**config.mk**
```make
export PLATFORM = sky130hd
export DESIGN_NAME = chain_rec_forwarder
export DESIGN_NICKNAME = d
export VERILOG_FILES = /design/src/rtl/crf_pkg.sv /design/src/rtl/crf_fwd_fifo.sv /design/src/rtl/crf_local_stage.sv /design/src/rtl/crf_arbiter.sv /design/src/rtl/chain_rec_forwarder.sv
export SDC_FILE = /design/constraint.sdc
export NUM_CORES = 1
export LEC_CHECK = 0
export BUFFER_PORTS_ARGS = -buffer_cell sky130_fd_sc_hd__buf_4
export CELL_PAD_IN_SITES_DETAIL_PLACEMENT = 2
export CELL_PAD_IN_SITES_GLOBAL_PLACEMENT = 2
export CORE_ASPECT_RATIO = 1.2
export CORE_MARGIN = 1.5
export CORE_UTILIZATION = 39
export DETAILED_ROUTE_END_ITERATION = 10
export PLACE_DENSITY_LB_ADDON = 0.1
export SYNTH_ARGS = -nofsm -noshare
export SYNTH_HDL_FRONTEND = slang
export SYNTH_SLANG_ARGS = --single-unit
```
**constraint.sdc**
```tcl
create_clock -name clk -period 2.25 [get_ports clk]
set_input_delay 0.225 -clock clk [delete_from_list [all_inputs] [get_ports clk]]
set_output_delay 0.225 -clock clk [all_outputs]
set_load 0.1 [all_outputs]
```
**src/rtl/crf_pkg.sv**
```systemverilog
// Package: shared constants and types for the chained record forwarder.
// Assumes records are always three bytes long on every port.
package crf_pkg;
    localparam int REC_BEATS = 3;
    localparam int BEAT_W    = 2;

    typedef enum logic {
        SRC_LOCAL = 1'b0,
        SRC_FWD   = 1'b1
    } src_e;

    // Address nibble zero-extended into the leading beat of a local record.
    function automatic logic [7:0] lead_beat(input logic [3:0] addr);
        return {4'b0000, addr};
    endfunction
endpackage

```
**src/rtl/crf_fwd_fifo.sv**
```systemverilog
// Module: byte queue holding records received from the board below.
// Drops ready once occupancy reaches DEPTH - SLACK; a blocked input holds
// ready low permanently. Assumes DEPTH is a power of two and that pops are
// issued only when bytes are present.
module crf_fwd_fifo #(
    parameter int DEPTH = 16,
    parameter int SLACK = 3,
    localparam int AW   = $clog2(DEPTH),
    localparam int CW   = $clog2(DEPTH + 1)
) (
    input  logic          clk,
    input  logic          rst_n,
    input  logic          block_in,
    input  logic          wr_valid,
    input  logic [7:0]    wr_byte,
    output logic          wr_ready,
    input  logic          rd_pop,
    output logic [7:0]    rd_byte,
    output logic          has_record,
    output logic [CW-1:0] fill
);
    localparam int FILL_LIMIT = DEPTH - SLACK;

    logic [7:0]    mem [DEPTH];
    logic [AW-1:0] wr_ptr, rd_ptr;
    logic          wr_fire;

    assign wr_ready   = !block_in && (fill < CW'(FILL_LIMIT));
    assign wr_fire    = wr_valid && wr_ready;
    assign rd_byte    = mem[rd_ptr];
    assign has_record = fill >= CW'(crf_pkg::REC_BEATS);

    // Pointer and occupancy bookkeeping.
    always_ff @(posedge clk) begin
        if (!rst_n) begin
            wr_ptr <= '0;
            rd_ptr <= '0;
            fill   <= '0;
        end else begin
            if (wr_fire) wr_ptr <= wr_ptr + 1'b1;
            if (rd_pop)  rd_ptr <= rd_ptr + 1'b1;
            fill <= fill + CW'(wr_fire) - CW'(rd_pop);
        end
    end

    // Storage write; contents need no reset.
    always_ff @(posedge clk) begin
        if (wr_fire) mem[wr_ptr] <= wr_byte;
    end
endmodule

```
**src/rtl/crf_local_stage.sv**
```systemverilog
// Module: pairs the local byte stream into one held record (channel, time).
// Holds the pair until the arbiter releases it; accepts nothing while full.
module crf_local_stage (
    input  logic       clk,
    input  logic       rst_n,
    input  logic       loc_valid,
    input  logic [7:0] loc_byte,
    output logic       loc_ready,
    input  logic       release_rec,
    output logic       full,
    output logic [7:0] chan,
    output logic [7:0] tstamp
);
    logic [1:0] cnt_q;

    assign full      = cnt_q == 2'd2;
    assign loc_ready = !full;

    // Capture channel then time; clear on release.
    always_ff @(posedge clk) begin
        if (!rst_n) begin
            cnt_q  <= '0;
            chan   <= '0;
            tstamp <= '0;
        end else if (release_rec) begin
            cnt_q <= '0;
        end else if (loc_valid && loc_ready) begin
            if (cnt_q == 2'd0) chan   <= loc_byte;
            else               tstamp <= loc_byte;
            cnt_q <= cnt_q + 2'd1;
        end
    end
endmodule

```
**src/rtl/crf_arbiter.sv**
```systemverilog
// Module: picks whole records from the forwarding queue or the local stage
// and emits them beat by beat. Alternates sources on a tie; the first tie
// after reset goes to local. Assumes a granted forwarded record is fully
// present in the queue (grant requires three queued bytes).
module crf_arbiter
    import crf_pkg::*;
(
    input  logic              clk,
    input  logic              rst_n,
    input  logic [3:0]        brd_addr,
    input  logic              fwd_has_rec,
    input  logic [7:0]        fwd_byte,
    output logic              fwd_pop,
    input  logic              loc_full,
    input  logic [7:0]        loc_chan,
    input  logic [7:0]        loc_tstamp,
    output logic              loc_release,
    output logic              out_valid,
    output logic [7:0]        out_byte,
    input  logic              out_ready,
    output logic              busy,
    output logic [BEAT_W-1:0] beat,
    output src_e              src,
    output src_e              last_src
);
    logic fire, last_beat;
    src_e pick;

    assign fire      = busy && out_ready;
    assign last_beat = beat == BEAT_W'(REC_BEATS - 1);
    assign out_valid = busy;
    assign fwd_pop   = fire && (src == SRC_FWD);
    assign loc_release = fire && (src == SRC_LOCAL) && last_beat;

    // Source choice at a record boundary.
    always_comb begin
        if (fwd_has_rec && loc_full)
            pick = (last_src == SRC_FWD) ? SRC_LOCAL : SRC_FWD;
        else if (fwd_has_rec)
            pick = SRC_FWD;
        else
            pick = SRC_LOCAL;
    end

    // Grant and beat sequencing.
    always_ff @(posedge clk) begin
        if (!rst_n) begin
            busy     <= 1'b0;
            beat     <= '0;
            src      <= SRC_LOCAL;
            last_src <= SRC_FWD;
        end else if (!busy) begin
            if (fwd_has_rec || loc_full) begin
                busy     <= 1'b1;
                beat     <= '0;
                src      <= pick;
                last_src <= pick;
            end
        end else if (fire) begin
            if (last_beat) busy <= 1'b0;
            else           beat <= beat + 1'b1;
        end
    end

    // Beat contents: forwarded bytes pass through, local ones get the address.
    always_comb begin
        if (src == SRC_FWD)  out_byte = fwd_byte;
        else if (beat == '0) out_byte = lead_beat(brd_addr);
        else if (beat == 2'd1) out_byte = loc_chan;
        else                 out_byte = loc_tstamp;
    end
endmodule

```
**src/rtl/chain_rec_forwarder.sv**
```systemverilog
// Module: top of the chained record forwarder. Merges local hit pairs and
// records from the board below into one stream sent upward, either on the
// downstream port or, on the top board, on the host link. Straps are
// static and only change while reset is held.
module chain_rec_forwarder #(
    parameter int FIFO_DEPTH = 16,
    parameter int NEAR_SLACK = 3,
    localparam int CW        = $clog2(FIFO_DEPTH + 1)
) (
    input  logic       clk,
    input  logic       rst_n,
    input  logic [3:0] brd_addr,
    input  logic       strap_top,
    input  logic       strap_bottom,
    input  logic       loc_valid,
    input  logic [7:0] loc_byte,
    output logic       loc_ready,
    input  logic       up_valid,
    input  logic [7:0] up_byte,
    output logic       up_ready,
    output logic       dn_valid,
    output logic [7:0] dn_byte,
    input  logic       dn_ready,
    output logic       host_valid,
    output logic [7:0] host_byte,
    input  logic       host_ready
);
    import crf_pkg::*;

    logic [CW-1:0]     fifo_fill;
    logic              fwd_has_rec, fwd_pop, loc_full, loc_release;
    logic [7:0]        fwd_byte, loc_chan, loc_tstamp, arb_byte;
    logic              arb_valid, arb_ready, arb_busy;
    logic [BEAT_W-1:0] arb_beat;
    src_e              arb_src, arb_last;

    crf_fwd_fifo #(.DEPTH(FIFO_DEPTH), .SLACK(NEAR_SLACK)) u_fifo (
        .clk(clk), .rst_n(rst_n), .block_in(strap_bottom),
        .wr_valid(up_valid), .wr_byte(up_byte), .wr_ready(up_ready),
        .rd_pop(fwd_pop), .rd_byte(fwd_byte),
        .has_record(fwd_has_rec), .fill(fifo_fill)
    );

    crf_local_stage u_local (
        .clk(clk), .rst_n(rst_n),
        .loc_valid(loc_valid), .loc_byte(loc_byte), .loc_ready(loc_ready),
        .release_rec(loc_release), .full(loc_full),
        .chan(loc_chan), .tstamp(loc_tstamp)
    );

    crf_arbiter u_arb (
        .clk(clk), .rst_n(rst_n), .brd_addr(brd_addr),
        .fwd_has_rec(fwd_has_rec), .fwd_byte(fwd_byte), .fwd_pop(fwd_pop),
        .loc_full(loc_full), .loc_chan(loc_chan), .loc_tstamp(loc_tstamp),
        .loc_release(loc_release),
        .out_valid(arb_valid), .out_byte(arb_byte), .out_ready(arb_ready),
        .busy(arb_busy), .beat(arb_beat), .src(arb_src), .last_src(arb_last)
    );

    // Port steering by the position strap.
    assign arb_ready  = strap_top ? host_ready : dn_ready;
    assign dn_valid   = arb_valid && !strap_top;
    assign host_valid = arb_valid && strap_top;
    assign dn_byte    = strap_top ? 8'h00 : arb_byte;
    assign host_byte  = strap_top ? arb_byte : 8'h00;
endmodule

```
Word level (Yosys, flattened, before mapping)
Memories as Yosys holds them, arrays and structs flattened. A register that Yosys moved wholly into a read port is not among the register bits. Index checks and enable logic that the tools add are counted.

Bits in registers: 36. Bits in latches: 0. RAM bits: 128. Memory bits (read-only): 0. Input bits: 28. Output and inout port bits: 20. Memories kept: 1.

Memory list: u_fifo.mem (depth 16, width 8, rd ports 1, clocked after Yosys merged registers in 1, write ports 1, RTL line crf_fwd_fifo.sv:24) `logic [7:0] mem [DEPTH];`.

Add/subtract/negate cells: 6. $mul: 0. Divide/modulo/power cells: 0. Order comparisons: 2. Equal/unequal tests: 5. Shifts and indexed selects: 0. Mux-type cells: 21. Bitwise logic cells: 5. Reductions and logical operators: 22.

Operators with widths (number): 8-bit 2-to-1 mux (5); 1-bit logical AND (10); 1-bit 2-to-1 mux (10); 3-bit AND reduction (3); 4-bit by 1-bit adder with 4-bit output, second input constant (2); 2-bit 2-to-1 mux (4); 4-bit 2-to-1 mux (2); 5-bit by 1-bit adder with 5-bit output (1); 5-bit by 2-bit >= comparator with 1-bit output, second input constant (1); 5-bit by 4-bit < comparator with 1-bit output, second input constant (1); 1-bit NOT (5); 5-bit by 1-bit subtractor with 5-bit output (1); 2-bit by 1-bit adder with 2-bit output, second input constant (2); 2-bit == test, second input constant (2); 2-bit zero test (2); 2-bit != test, second input constant (2); 1-bit zero test (3); 2-bit by 1-bit == test with 1-bit output, second input constant (1); 2-bit AND reduction (1); 2-bit nonzero test (1); 2-bit OR reduction (1); 1-bit logical OR (1).

Logic depth before layout (Yosys ltp)
Gate-level depths: netlist of run 1.

Word-level depth: 6. Depth in mapped cells: 11. Gate-level depth less buffers: 11.

Modules after synthesis
From an unflattened synthesis of run 1, not the netlist that was laid out.

Cells, all modules: 473. Area total of the unflattened synthesis: 7252.0 sq um.

By module, submodules not included: crf_fwd_fifo (times used 1, cells each 310, area each 5875.6 sq um, seq. area each 4184.0 sq um); crf_local_stage (times used 1, cells each 78, area each 723.2 sq um, seq. area each 360.3 sq um); crf_arbiter (times used 1, cells each 64, area each 495.5 sq um, seq. area each 100.1 sq um); chain_rec_forwarder (times used 1, cells each 21, area each 157.7 sq um, seq. area each 0.0 sq um).

Worst setup path after synthesis of run 1
Ideal clock, no wire load.

Path type: reg-to-output. From: register u_arb.beat[0]. To: output host_byte[5]. Arrival: 3.321 ns. Setup slack: -1.296 ns. Stages on the path, launching flop included: 6. Cells stage by stage: dfxtp_1 > inv_1 > ha_1 > clkbuf_1 > or3_1 > a21boi_0.

Cells in the longest elaborated chain, start to end: 5. Elaborated cells on any way between the ends: 6. Those cells by class: eq/ne (1); mux (4); reduce/logical (1).

Ends and longest elaborated chain: start, declared (RTL line crf_arbiter.sv:22) `output logic [BEAT_W-1:0] beat,`; start signal, assigned (RTL line crf_arbiter.sv:61) `else beat <= beat + 1'b1;`; 2-bit by 1-bit == test with 1-bit output (RTL line crf_arbiter.sv:69) `else if (beat == 2'd1) out_byte = loc_chan;`; 8-bit 2-to-1 mux (RTL line crf_arbiter.sv:69); 8-bit 2-to-1 mux * (RTL line crf_arbiter.sv:68) `else if (beat == '0) out_byte = lead_beat(brd_addr);`; 8-bit 2-to-1 mux * (RTL line crf_arbiter.sv:67) `if (src == SRC_FWD) out_byte = fwd_byte;`; 8-bit 2-to-1 mux * (RTL line chain_rec_forwarder.sv:65) `assign host_byte = strap_top ? arb_byte : 8'h00;`; end, declared (RTL line chain_rec_forwarder.sv:25) `output logic [7:0] host_byte,`.

Mark *: on every way between the ends. The rest lies on a longest branch, timed or not.

==> results.md, run 1 <==
- Status: finished, violations left
- Failing checks: setup timing
- Leakage Power: ~3.2 nW
- HPWL reported at the end of detailed placement: approximately 13000 um
- Initial antenna violation count: 0
- TNS Setup: -5.50 ns
- Setup ws final: -0.417 ns
- Avg WL per Cell: about 23 um
- Vias in the first global route: approximately 5000
- Arrival time worst endpoint: approximately 2.4 ns
- Wire length of the first global-routing pass: roughly 30000 um
- Hold Path Class: primary input to flip-flop
- Synth Cell Area: slightly above 7000 sq um
- Starting Density: 0.398
- Synth Flop Type: edfxtp_1
- DR iter-0 viols: 149
- Setup crit end: dn_byte[0]
- Final hold viol count: 0
- Final net count: approximately 620
- Register bit count reported by yosys: between 150 and 200
- Critical path data required time: between 2 and 2.5 ns
- CP Cell Sequence: buf_16 -> mux4_2 -> mux2_4 -> a32oi_2 -> o31ai_2 -> buf_6
- Crit path kind: flip-flop to primary output
- Max Cap Viol: 0
- Post-synth EDFFs: between 100 and 150
- Cell-internal power: between 5 and 6 mW
- Maximum vdd drop: about 520 uV
- Die outline area: slightly below 20000 sq um
- Num CTS Buffers: 17
- Seq/Total Area, Yosys: 0.642
- Max Fclk: about 370 MHz
- Syn Nets: about 540
- Combinational share of power: 0.234
- Ratio of cells with drive above 1 in the final layout: 0.328
- CTS sink cnt: between 150 and 200
- RSZ-0062 raised after global routing: yes
- Clk pin slew, worst setup/hold paths: ~0.070 ns
- Gpl congestion: about 0.73
- CTS tree: built
- CP peak stage delay: between 0.5 and 0.6 ns
- CTS Buffer Depth: 2
- Net Sw Frac: 0.332
- 1st-pass router iterations: 4
- DR DRC count: 0
- WHS: 0.0660 ns
- Die height: roughly 150 um
- Worst Reg2Reg Path Length in Cells: 10
- Synth cell types: 48
- H-tree depth: 4
- Post-layout util: 0.499
- Yosys warning count: 0
- Hold Buf Count CTS: 0
- Vias per inst: 5.46
- IO Count: 48
- Area grow syn2layout: 25.4%
- Skew final: roughly 0.01 ns
- Worst-path maximum fanout: 6
- Final min period: roughly 2.7 ns
- PD cells: approximately 920 nW/um^2
- Clock network fraction of total power: 0.346
- Final worst path period share: 1.19
- Post-Synthesis Cells: 488
- Launch point of the worst reg-to-reg path: u_fifo.fill[1]
- Final setup vio count: 16
- Largest net degree at the start of global routing: 41
- Std-Cell Rows: 54
- Root buffer cell: clkbuf_16
- Slew Limit Fails: 0
- Asr flop ratio synth: 0
- Global route overflow: 0
- Antenna Nets Post-Route: 0
- Total Wirelength: approximately 19000 um
- Critical Path End Type: primary output
- Port buffer count: 47
- Via count: 4397
- Setup slack, reg-to-reg: ~0.12 ns
- Worst-margin pin slew: 0.792 ns
- Worst-Skew Late Latency: roughly 0.44 ns
- Total GRT Usage: 0.207
- Mean Syn Cell Area: around 15 sq um
- Ant diodes: 0
- Core box area: 18200 sq um
- Final Power: about 8.4 mW
- Horiz. Die Dim: 127 um
- Rel. slew slack: 0.471
- Psw: around 2.8 mW
- Slowest cell on the critical path: mux4_2
- RR Endpoint: u_fifo.fill[4]
- Sequential Power Share: 0.419
- Startpoint Class: flip-flop
==> metal layers <==
metal	global-route usage	share of wire	up-vias
met3	0.0386	0.025	23
met1	0.240	0.41	2286
met2	0.380	0.55	72
met5	0	0	-
li1	-	-	2016
met4	0.0731	0.018	0
==> power by group through the flow <==
stage	Combinational, mW	Clock, mW	Sequential (mW)
3_3_place_gp	1.76	0	3.58
2_1_floorplan	1.31	0	3.57
4_1_cts	1.98	2.99	3.52
5_1_grt	2.10	3.11	3.54
6_report	1.97	2.91	3.52
3_5_place_dp	1.83	0	3.59
==> per-stage QoR <==
step	area (sq um)	std cells	worst slack, ns
final	9070	806	-0.417
after CTS	9080	807	-0.414
after global placement	8160	771	-0.0621
after global routing	9070	806	-0.495
after detailed placement	8160	771	-0.164
after floorplan	7350	488	-0.339
==> cell usage in the layout (no fill, tap or decap), types with 11 or more instances in the layout <==
cell type / n
edfxtp_1: 128
buf_4: 61
mux2i_1: 42
dfxtp_1: 37
nor2_1: 34
nand2_1: 34
mux4_2: 24
inv_1: 19
ha_1: 19
clkbuf_16: 17
buf_12: 11
==> kinds of logic (layout without fill, tap and decap cells) <==
kind of cell | after synthesis | after routing | synth area share
DFF | 168 | 168 | 0.642
and+or+nand+nor | 105 | 105 | 0.0660
AOI/OAI and AO/OA | 72 | 72 | 0.0712
muxes | 71 | 71 | 0.147
buffers and inverters | 43 | 137 | 0.0266
adders and majority gates | 21 | 21 | 0.0373
xor gates and xnor gates | 8 | 8 | 0.00968
==> cell usage after synthesis, types with 2 or more instances <==
cell type / instances / share of area
and2_1: 6 / 0.0052
mux4_1: 12 / 0.044
buf_6: 2 / 0.0031
mux2_2: 4 / 0.0062
a21o_1: 2 / 0.0021
o31ai_1: 5 / 0.0052
inv_1: 20 / 0.010
o21a_1: 2 / 0.0021
ha_1: 20 / 0.035
and3_1: 2 / 0.0017
nor3b_1: 2 / 0.0021
clkbuf_1: 13 / 0.0067
nand2b_1: 2 / 0.0017
buf_2: 4 / 0.0028
mux2i_1: 42 / 0.058
a21boi_0: 4 / 0.0041
nor3_1: 4 / 0.0028
edfxtp_1: 128 / 0.53
mux4_2: 12 / 0.037
a22o_1: 8 / 0.0097
a21oi_1: 14 / 0.0097
a22oi_1: 8 / 0.0083
buf_1: 3 / 0.0016
xor2_1: 4 / 0.0048
nand3_1: 7 / 0.0048
and3b_1: 2 / 0.0024
dfxtp_1: 40 / 0.11
a32oi_1: 8 / 0.0097
nor2b_1: 5 / 0.0043
nor2_1: 35 / 0.018
or3_1: 5 / 0.0043
o211a_1: 2 / 0.0028
o21ai_0: 7 / 0.0048
o21ai_1: 4 / 0.0028
xnor2_1: 4 / 0.0048
nand2_1: 34 / 0.018
==> flip-flops by register name, indices dropped and copies added (netlist names), named ones only <==
register / cells
u_arb.beat: 2
u_arb.busy: 1
u_arb.last_src: 1
u_arb.src: 1
u_fifo.fill: 5
u_fifo.mem: 128
u_fifo.rd_ptr: 4
u_fifo.wr_ptr: 4
u_local.chan: 8
u_local.cnt_q: 2
u_local.tstamp: 8
==> worst min path at each step <==
stage / startpoint / end / slack, ns / cells after the start
6_report: loc_byte[1] / u_local.chan[1] / 0.07 / 3
5_1_grt: loc_byte[0] / u_local.tstamp[0] / 0.07 / 3
2_1_floorplan: up_byte[0] / u_fifo.mem[0][0] / 0.32 / 0
3_3_place_gp: u_local.tstamp[5] / u_local.tstamp[5] / 0.44 / 2
4_1_cts: loc_byte[5] / u_local.chan[5] / 0.06 / 3
3_5_place_dp: u_local.chan[5] / u_local.chan[5] / 0.46 / 2
==> critical path, delay by kind of cell (launching register included) <==
family | cells | cell delay [ns]
multiplexers | 2 | 0.83
flip-flops | 1 | 0.45
buffers and inverters | 2 | 0.37
AO/OA/AOI/OAI | 2 | 0.34
==> cell type report <==
cell class / count / area, sq um
fill: 1676 / 9100
sequential: 168 / 4650
multi-input combinational: 277 / 2610
timing repair buffer: 85 / 861
clock buffer: 17 / 425
tap: 224 / 280
clock inverter: 15 / 176
inverter: 20 / 75.1
==> repair_timing <==
action / CTS / global route
resized for setup: 77 / 7
buffers inserted: 2 / 0
pin swaps: 15 / 5
cloned: 3 / 0
endpoints found under the setup margin: 17 / 136
(Power assumes the default switching activity.)
==> inputs of run 2 (changes only) <==
--- a/config.mk
+++ b/config.mk
@@ -5,7 +5,7 @@
 export SDC_FILE = /design/constraint.sdc
 export NUM_CORES = 1
 export LEC_CHECK = 0
-export BUFFER_PORTS_ARGS = -buffer_cell sky130_fd_sc_hd__buf_4
+export BUFFER_PORTS_ARGS = -buffer_cell sky130_fd_sc_hd__buf_2
 export CELL_PAD_IN_SITES_DETAIL_PLACEMENT = 2
 export CELL_PAD_IN_SITES_GLOBAL_PLACEMENT = 2
 export CORE_ASPECT_RATIO = 1.2
==> run 2 against run 1 <==
  * The flow still finishes with violations (setup timing)
  * Wire length rose by 2.5%
  * Cell count up 0.50%
  * Flip-flop and latch count stayed put
  * Clock-buffer cell count unchanged
  * Non-clock buffer count rose by 4
  * Core utilization shrank 0.14 points
  * Global-route usage is 0.30 points higher
  * Design area decreased by 0.29%
  * Sequential power is essentially flat
  * Combinational power about the same
  * Clock skew is 0.00089 ns higher
  * Die area unchanged
  * Critical path type unchanged
  * Critical endpoint unchanged
==> results.md, run 2 (synthesis gave the netlist of run 1 again) <==
- Vias per inst: 5.43 (-0.40%)
- Clock network fraction of total power: 0.347 (about the same)
- Final min period: 2.68 ns (+0.0147 ns)
- Dpl ws: -0.166 ns (-0.00249 ns)
- Wire length of the first global-routing pass: 30200 um (+2.3%)
- Setup ws final: -0.432 ns (-0.0147 ns)
- CP top delay family: multiplexers
- Final hold viol count: 0 (unchanged)
- Cell-internal power: 5.60 mW (-0.13%)
- 1st-pass router iterations: 4 (unchanged)
- Rel. slew slack: 0.445 (-0.0259)
- Slew Limit Fails: 0 (unchanged)
- Max reg flops: 128 (unchanged)
- Failing checks: setup timing
- Root buffer cell: clkbuf_16
- Launch point of the worst reg-to-reg path: u_fifo.fill[1]
- Ratio of cells with drive above 1 in the final layout: 0.304 (-0.0244)
- Worst Reg2Reg Path Length in Cells: 10 (unchanged)
- Most frequent cells in the layout: 128 x edfxtp_1, 42 x mux2i_1, 37 x dfxtp_1
- Worst-Skew Late Latency: 0.43 ns (about the same)
- Initial antenna violation count: 0 (unchanged)
- Hold Path Class: primary input to flip-flop
- Net Sw Frac: 0.333 (+0.00127)
- Std-Cell Rows: 54 (unchanged)
- Leakage Power: 3.20 nW (+1.0%)
- Critical path data required time: 2.03 ns (about the same)
- Final worst path period share: 1.19 (+0.00655)
- Most common cell after layout, fill and taps aside: edfxtp_1
- Num CTS Buffers: 17 (unchanged)
- Crit path kind: flip-flop to primary output
- CTS Buffer Depth: 2 (unchanged)
- Antenna Nets Post-Route: 0 (unchanged)
- CTS tree: built
- Total Wirelength: 19000 um (+2.5%)
- PD cells: 928 nW/um^2 (+0.35%)
- Clk pin slew, worst setup/hold paths: 0.08 ns (about the same)
- Hold path cells: 3 (unchanged)
- Via count: 4401 (+0.091%)
- Post-DP Area: 8090 sq um (-0.86%)
- CTS sink cnt: 168 (unchanged)
- Top reg by flops: u_fifo.mem
- Hold Buf Count CTS: 0 (unchanged)
- Ant diodes: 0 (unchanged)
- Horiz. Die Dim: 127 um (unchanged)
- Status: finished, violations left
- Sequential Power Share: 0.419 (about the same)
- Critical Path End Type: primary output
- Area grow syn2layout: 25.0%
- Placed Cells: 774 (+0.39%)
- Hold path start: loc_byte[2]
- CP Cell Sequence: buf_12 -> buf_16 -> mux4_2 -> mux2_4 -> a32oi_2 -> o31ai_2 -> buf_6
- Sequential cell area: 4650 sq um (unchanged)
- Critical path buffers and inverters: 3 (+1)
- HPWL reported at the end of detailed placement: 13000 um (+3.5%)
- Avg WL per Cell: 23.5 um (+2.0%)
- DR DRC count: 0 (unchanged)
- Cell count along the critical path: 7 (+1)
- Vias in the first global route: 5017 (-1.1%)
- Skew final: 0.0106 ns (+0.000887 ns)
- Largest net degree at the start of global routing: 33 (-20%)
- Max Cap Viol: 0 (unchanged)
- Arrival time worst endpoint: 2.46 ns (+0.02 ns)
- Largest regs: u_fifo.mem (128), u_local.chan (8), u_local.tstamp (8)
- Global route overflow: 0 (unchanged)
- Final net count: 622 (+0.65%)
- Die height: 152 um (unchanged)
- Psw: 2.80 mW (+0.44%)
- CP peak stage delay: 0.51 ns (about the same)
- Final setup vio count: 16 (unchanged)
- Combinational share of power: 0.233 (about the same)
- Port buffer count: 47 (unchanged)
- Die outline area: 19400 sq um (unchanged)
- Slowest cell on the critical path: mux4_2
- Max Fclk: 373 MHz (-0.55%)
- DR iter-0 viols: 212 (+42%)
- Worst-margin pin slew: 0.831 ns (+0.0388 ns)
- Gpl congestion: 0.760 (+3.9%)
- RSZ-0062 raised after global routing: yes
- Total GRT Usage: 0.210 (+0.00300)
- IO Count: 48 (unchanged)
- Area occupied by multi-input gates: 2590 sq um (-0.72%)
- Startpoint Class: flip-flop
- Maximum vdd drop: 568 uV (+8.2%)
- Worst-path maximum fanout: 6 (unchanged)
- Final Cell Area: 9050 sq um (-0.29%)
- H-tree depth: 4 (unchanged)
- Finished Layout Cells: 810 (+0.50%)
- # fillers: 1662 (-0.84%)
- Starting Density: 0.398 (unchanged)
- Core box area: 18200 sq um (unchanged)
run 2: worst paths after layout:
| kind | end | slack (ns) |
|---|---|---|
| worst min register to register | u_local.chan[1] | 0.46 |
| worst max register to register | u_fifo.fill[4] | 0.14 |
| worst max-delay path | dn_byte[0] | -0.43 |
| worst min-delay path | u_local.chan[2] | 0.07 |
run 2: per-stage QoR:
step | total power [mW] | hold WS (ns) | util | setup TNS (ns)
finish | 8.40 | 0.0664 | 0.498 | -6.31
global route | 8.72 | 0.0623 | 0.498 | -7.57
CTS | 8.43 | 0.0501 | 0.497 | -6.86
detailed placement | 5.35 | 0.457 | 0.445 | -1.74
global placement | 5.27 | 0.442 | 0.445 | -0.837
floorplan | 4.88 | 0.324 | - | -2.80
run 2: power by group through the flow:
stage	logic (mW)	clock network, mW	registers (mW)
floorplan	1.31	0	3.57
global placement	1.70	0	3.58
detailed placement	1.76	0	3.59
CTS	1.94	2.97	3.52
global route	2.10	3.09	3.54
finish	1.96	2.92	3.52
run 2: repair_timing:
item | CTS | global route
pin swaps | 13 | 6
buffers inserted | 2 | 0
cloned | 3 | 0
setup endpoints to repair | 18 | 138
resized for setup | 73 | 11
run 2: routing by layer:
layer / global-route usage / vias to the layer above / share of wire
li1: - / 2028 / -
met1: 0.256 / 2294 / 0.42
met2: 0.379 / 64 / 0.55
met3: 0.0344 / 15 / 0.020
met4: 0.0660 / 0 / 0.013
met5: 0 / - / 0
run 2: final cells by class:
cell class / count / area share
repair buffers: 89 / 0.0943
flip-flops and latches: 168 / 0.514
clock inverters: 15 / 0.0195
multi-input cells: 277 / 0.286
well taps: 224 / 0.0310
clock buffers: 17 / 0.0470
inverters: 20 / 0.00830
run 2: tightest hold or removal path, cell delays in order:
cell,delay (ns)
buf_2,0.09
nand2_1,0.07
mux2i_1,0.06
